File: config.mk
export PLATFORM = sky130hd
export DESIGN_NAME = pgmap_tlb
export DESIGN_NICKNAME = d
export VERILOG_FILES = /design/src/rtl/pgmap_pkg.sv /design/src/rtl/pgmap_match.sv /design/src/rtl/pgmap_prio.sv /design/src/rtl/pgmap_rrptr.sv /design/src/rtl/pgmap_tlb.sv
export SDC_FILE = /design/constraint.sdc
export NUM_CORES = 2
export LEC_CHECK = 0
export BUFFER_PORTS_ARGS = -buffer_cell sky130_fd_sc_hd__buf_2
export CORE_ASPECT_RATIO = 0.6
export CORE_MARGIN = 2
export CORE_UTILIZATION = 63
export DETAILED_ROUTE_END_ITERATION = 7
export PLACE_DENSITY = 0.8
export SKIP_LAST_GASP = 1
export SYNTH_ARGS = -nofsm -noshare
export SYNTH_HDL_FRONTEND = slang
export SYNTH_SLANG_ARGS = --single-unit
File: constraint.sdc
create_clock -name clk -period 6.5 [get_ports clk]
set_input_delay 0.65 -clock clk [delete_from_list [all_inputs] [get_ports clk]]
set_output_delay 0.65 -clock clk [all_outputs]
set_load 0.03 [all_outputs]
File: src/rtl/pgmap_pkg.sv
package pgmap_pkg;

  typedef enum logic [2:0] {
    CMD_IDLE,
    CMD_INSERT,
    CMD_PAGE,
    CMD_PROC,
    CMD_ALL
  } pgmap_cmd_e;

  // Next slot for the round-robin pointer, wrapping at n.
  function automatic int unsigned wrap_inc(input int unsigned cur, input int unsigned n);
    return (cur + 1 >= n) ? 0 : cur + 1;
  endfunction

  // Fixed priority among simultaneous commands.
  function automatic pgmap_cmd_e pick_cmd(input logic all, input logic proc,
                                          input logic page, input logic ins);
    if (all)  return CMD_ALL;
    if (proc) return CMD_PROC;
    if (page) return CMD_PAGE;
    if (ins)  return CMD_INSERT;
    return CMD_IDLE;
  endfunction

endpackage

File: src/rtl/pgmap_match.sv
module pgmap_match #(
  parameter int ENTRIES = 16,
  parameter int VPN_W   = 30,
  parameter int ASN_W   = 8
) (
  input  logic [ENTRIES-1:0]            valid,
  input  logic [ENTRIES-1:0]            glob,
  input  logic [ENTRIES-1:0][VPN_W-1:0] tags,
  input  logic [ENTRIES-1:0][ASN_W-1:0] asns,
  input  logic [VPN_W-1:0]              req_vpn,
  input  logic [ASN_W-1:0]              req_asn,
  output logic [ENTRIES-1:0]            hits
);
  for (genvar g = 0; g < ENTRIES; g++) begin : g_cmp
    assign hits[g] = valid[g] && (tags[g] == req_vpn) &&
                     (glob[g] || (asns[g] == req_asn));
  end
endmodule

File: src/rtl/pgmap_prio.sv
module pgmap_prio #(
  parameter int N     = 16,
  parameter int IDX_W = 4
) (
  input  logic [N-1:0]     req,
  output logic             found,
  output logic             multi,
  output logic [IDX_W-1:0] idx
);
  always_comb begin
    found = |req;
    multi = ($countones(req) > 1);
    idx   = '0;
    for (int i = N - 1; i >= 0; i--) begin
      if (req[i]) idx = IDX_W'(i);
    end
  end
endmodule

File: src/rtl/pgmap_rrptr.sv
module pgmap_rrptr
  import pgmap_pkg::*;
#(
  parameter int N     = 16,
  parameter int IDX_W = 4
) (
  input  logic             clk,
  input  logic             rst_n,
  input  logic             clear,
  input  logic             step,
  output logic [IDX_W-1:0] ptr
);
  always_ff @(posedge clk) begin
    if (!rst_n || clear) ptr <= '0;
    else if (step)       ptr <= IDX_W'(wrap_inc(int'(ptr), N));
  end
endmodule

File: src/rtl/pgmap_tlb.sv
module pgmap_tlb
  import pgmap_pkg::*;
#(
  parameter int ENTRIES   = 16,
  parameter int VA_W      = 43,
  parameter int PAGE_BITS = 13,
  parameter int PPN_W     = 28,
  parameter int ASN_W     = 8,
  parameter int MODES     = 4,
  localparam int VPN_W    = VA_W - PAGE_BITS,
  localparam int IDX_W    = $clog2(ENTRIES)
) (
  input  logic             clk,
  input  logic             rst_n,
  input  logic [VPN_W-1:0] lk_vpn,
  input  logic [ASN_W-1:0] lk_asn,
  output logic             lk_hit,
  output logic             lk_multi,
  output logic [IDX_W-1:0] lk_idx,
  output logic [PPN_W-1:0] lk_ppn,
  output logic             lk_glob,
  output logic [MODES-1:0] lk_rd_en,
  output logic [MODES-1:0] lk_wr_en,
  output logic             lk_frd,
  output logic             lk_fwr,
  input  logic             ins_en,
  input  logic [VA_W-1:0]  ins_va,
  input  logic [PPN_W-1:0] ins_ppn,
  input  logic [ASN_W-1:0] ins_asn,
  input  logic             ins_glob,
  input  logic [MODES-1:0] ins_rd_en,
  input  logic [MODES-1:0] ins_wr_en,
  input  logic             ins_frd,
  input  logic             ins_fwr,
  input  logic             fl_all,
  input  logic             fl_proc,
  input  logic             fl_page,
  input  logic [VPN_W-1:0] fl_vpn,
  input  logic [ASN_W-1:0] fl_asn
);

  logic [ENTRIES-1:0]            valid_q, glob_q, frd_q, fwr_q;
  logic [ENTRIES-1:0][VPN_W-1:0] tag_q;
  logic [ENTRIES-1:0][ASN_W-1:0] asn_q;
  logic [ENTRIES-1:0][PPN_W-1:0] ppn_q;
  logic [ENTRIES-1:0][MODES-1:0] rden_q, wren_q;

  // Named events for the checker
  pgmap_cmd_e         cmd;
  logic               ins_fire, fall_fire, fproc_fire, fpage_fire;
  logic [ENTRIES-1:0] look_hits, page_hits;
  logic [IDX_W-1:0]   slot_ptr;
  logic [VPN_W-1:0]   ins_tag;

  assign cmd        = pick_cmd(fl_all, fl_proc, fl_page, ins_en);
  assign ins_fire   = (cmd == CMD_INSERT);
  assign fall_fire  = (cmd == CMD_ALL);
  assign fproc_fire = (cmd == CMD_PROC);
  assign fpage_fire = (cmd == CMD_PAGE);
  assign ins_tag    = VPN_W'(ins_va >> PAGE_BITS);

  pgmap_match #(.ENTRIES(ENTRIES), .VPN_W(VPN_W), .ASN_W(ASN_W)) u_look (
    .valid(valid_q), .glob(glob_q), .tags(tag_q), .asns(asn_q),
    .req_vpn(lk_vpn), .req_asn(lk_asn), .hits(look_hits)
  );

  pgmap_match #(.ENTRIES(ENTRIES), .VPN_W(VPN_W), .ASN_W(ASN_W)) u_page (
    .valid(valid_q), .glob(glob_q), .tags(tag_q), .asns(asn_q),
    .req_vpn(fl_vpn), .req_asn(fl_asn), .hits(page_hits)
  );

  pgmap_prio #(.N(ENTRIES), .IDX_W(IDX_W)) u_prio (
    .req(look_hits), .found(lk_hit), .multi(lk_multi), .idx(lk_idx)
  );

  pgmap_rrptr #(.N(ENTRIES), .IDX_W(IDX_W)) u_ptr (
    .clk(clk), .rst_n(rst_n), .clear(fall_fire), .step(ins_fire), .ptr(slot_ptr)
  );

  // Read mux: fields of the reported slot, zero on a miss
  always_comb begin
    lk_ppn   = '0;
    lk_glob  = 1'b0;
    lk_rd_en = '0;
    lk_wr_en = '0;
    lk_frd   = 1'b0;
    lk_fwr   = 1'b0;
    if (lk_hit) begin
      lk_ppn   = ppn_q[lk_idx];
      lk_glob  = glob_q[lk_idx];
      lk_rd_en = rden_q[lk_idx];
      lk_wr_en = wren_q[lk_idx];
      lk_frd   = frd_q[lk_idx];
      lk_fwr   = fwr_q[lk_idx];
    end
  end

  // Slot storage
  always_ff @(posedge clk) begin
    if (!rst_n || fall_fire) begin
      valid_q <= '0;
      glob_q  <= '0;
      frd_q   <= '0;
      fwr_q   <= '0;
      tag_q   <= '0;
      asn_q   <= '0;
      ppn_q   <= '0;
      rden_q  <= '0;
      wren_q  <= '0;
    end else begin
      case (cmd)
        CMD_PROC:  valid_q <= valid_q & glob_q;
        CMD_PAGE:  valid_q <= valid_q & ~page_hits;
        CMD_INSERT: begin
          valid_q[slot_ptr] <= 1'b1;
          tag_q[slot_ptr]   <= ins_tag;
          asn_q[slot_ptr]   <= ins_asn;
          glob_q[slot_ptr]  <= ins_glob;
          ppn_q[slot_ptr]   <= ins_ppn;
          rden_q[slot_ptr]  <= ins_rd_en;
          wren_q[slot_ptr]  <= ins_wr_en;
          frd_q[slot_ptr]   <= ins_frd;
          fwr_q[slot_ptr]   <= ins_fwr;
        end
        default: ;
      endcase
    end
  end

endmodule

==> metrics.yaml <==
status: "finished, violations left"
violations: "design-rule violations, negative setup slack"
antenna_found_initial: 28
grtUsageTotal_pct: 54.98
yosysSeqAreaShare_pct: 38.16
power_density_nw_per_um2: 224.4
timing.setup.tns_ps: -611.1
numCtsBuffers: 113
clk_latency_ps: 770
fin_crit_sh_pct: 102.5
yosysWarnings: 0
wl_met1_microns: 113300
fp-row-count: 91
slew-limit-headroom_pct: 1.475
wl_met2_microns: 111700
drt-initial-drc-count: 14410
synthFlopType: "dfxtp_1"
min_path_type: "input port to register"
routedWlPerCell_microns: 30.36
grt-ovfl-total: 0
place_hpwl_microns: 194000
drc_errors: 16
via_count: 68960
area_growth_pct: 11.80
yosys-top-cells-area: "dfxtp_1 38%, nand2_1 14%, xnor2_1 10%"
grt_setup_unrepaired: "true"
die_h_microns: 254.1
syn_area_per_cell_sq_um: 7.600
place_congestion: 1.034
grt_max_degree: 242
initial_utilization_pct: 63.74
synthDistinctLibCells: 72
grt_pass1_wl_microns: 428000
finClkSkew_ps: 22.18
netlist_area_sq_um: 65680
drt-pass1-iter-count: 8
totalWireLength_microns: 304900
port_buffers: 203
yosysTopAreaCell: "dfxtp_1"
clkSinkCount: 1252
post-route-min-period_ps: 6661
layout-drive-gt1-share_pct: 11.70
yosysMostFrequentCell: "nand2_1"
core_area_sq_um: 103000
crit_fanout: 11
place_inst: 9804
clk_path_buf_depth: 3
max_cap_viol_count: 0
irDropWorstVdd_uv: 268.9
top_layer_used: "met5"
dieArea_sq_um: 106900
clkTransAtPathRegs_ps: 70
cts_tree: "done"
root_buffer: "clkbuf_16"
required_ps: 5850
fmax_mhz: 150.1
htreeDepth: 3
syn_inst: 8642
finalPower_mw: 16.48
first_global_vias: 62520
crit_path_start_kind: "input port"
instances_no_fill: 10040
routed-wl-met3_microns: 60630
postLayoutSetupSlackWorst_ps: -160.8
hold_violations: 0
synth_enable_flop_cells: 0
layout.nets: 8747
synth_commonest_cells: "2517 x nand2_1, 1313 x a21oi_1, 1252 x dfxtp_1, 753 x xnor2_1, 674 x clkbuf_1"
worstSetupEndpointType: "output pin"
arrival_ps: 6010
slew_viol_final: 0
die_w_microns: 420.8
tightest_slew_ps: 1474
syn_nets: 8850
vias_per_cell: 6.866
io_pins: 217
synthArstFlopShare_pct: 0
postRouteAntennaNets: 0
ys_ff_latch: 1252
leakage_nw: 24.38
synth_top_area_share_pct: 38.16
critPathKind: "input port to output pin"
setup_viol_count_final: 10
-- routing by layer --
metal	vias to the layer above	track usage, %
met5	-	1.784
met4	32	28.09
met3	1493	28.89
met2	6447	70.02
met1	32380	73.88
li1	28610	-
-- cells in the final DEF (no fill, tap or decap), types with 11 or more instances in the layout --
cell type / count
nor3_1: 39
clkbuf_1: 23
buf_2: 201
xor2_1: 463
nor4_1: 140
nand2_1: 2502
clkbuf_8: 20
a41o_1: 11
inv_1: 40
mux2_2: 64
diode_2: 16
o21ai_0: 174
nand4b_1: 13
nor2_4: 13
fa_1: 11
buf_12: 67
a21oi_1: 1312
nand3_1: 271
xnor2_2: 19
a211oi_1: 46
a22oi_1: 32
o22a_1: 32
mux2i_1: 85
nor2_1: 32
clkbuf_16: 116
nand4_1: 258
dfxtp_2: 11
bufinv_16: 13
o32ai_1: 14
dfxtp_1: 1232
clkinv_2: 25
xnor2_1: 735
buf_4: 349
a311oi_1: 39
nand2_4: 12
o211ai_1: 32
ha_1: 21
-- logic make-up (layout without fill, tap and decap cells) --
group	Yosys count	count (layout)	share of synthesized area [%]
muxes	149	149	2.393
DFF	1252	1252	38.16
buffers and inverters	885	876	5.856
and+or+nand+nor	3362	3362	21.92
xor gates and xnor gates	1218	1218	16.27
adders and majority gates	36	36	0.8116
AOI/OAI and AO/OA	1740	1740	14.59
other	0	16	0
-- metrics by stage --
step           utilization, %  hold slack, ps  area, sq um  worst slack [ps]
4_1_cts                 71.17           254.8        73340           -0.8691
2_1_floorplan               -           432.9        65680             454.5
3_5_place_dp            66.94           443.1        68980            -319.5
3_3_place_gp            66.94           437.7        68980            -371.2
6_report                71.26           276.5        73420            -160.8
5_1_grt                 71.23           291.1        73400            -222.4
-- report_power, final --
part           switching [mW]  internal [mW]
clock                    3.25           4.03
sequential            0.00413           7.67
combinational            1.11          0.411
total                    4.37           12.1
-- final cells by class --
class / instances / area, sq um
well taps: 1395 / 1745
diodes: 16 / 40.04
inverters: 46 / 176.4
fillers: 8116 / 29620
clock buffers: 159 / 3264
clock inverters: 50 / 654.4
repair buffers: 621 / 5012
flip-flops and latches: 1252 / 25110
multi-input cells: 6505 / 37420
-- path summary, 6_finish.rpt --
path                              startpoint          to  slack [ps]  cells after the start
worst max-delay path              lk_vpn[20]    lk_multi        -160                     20
worst min-delay path            ins_wr_en[0]  wren_q[60]         280                      3
worst max register to register  u_ptr.ptr[2]  ppn_q[381]        2950                      5
worst min register to register     ppn_q[40]   ppn_q[40]         450                      2
-- what timing repair did --
item / 4_1_cts / 5_1_grt
pin swaps: 34 / 8
resized for setup: 78 / 9
hold buffers: 0 / 0
buffers inserted: 15 / 0
endpoints found under the setup margin: 1 / 38
-- critical path: stages --
cell     delay (ps)
buf_2           170
buf_6           360
xnor2_2         160
nand4_1         160
nor4_2          260
buf_4           160
nand4_1         350
buf_4           310
ha_4            240
fa_1            510
fa_1            550
inv_1            50
fa_1            370
inv_1            70
fa_1            420
ha_2            220
fa_1            450
nor3_2          150
nand2_2         180
buf_6           190
-- state kept, by name (all words and copies together), names as in the netlist --
register / flops
asn_q: 128
frd_q: 16
fwr_q: 16
glob_q: 16
ppn_q: 448
rden_q: 64
tag_q: 480
u_ptr.ptr: 4
valid_q: 16
wren_q: 64
No activity file was read; power rests on OpenSTA's default activity.
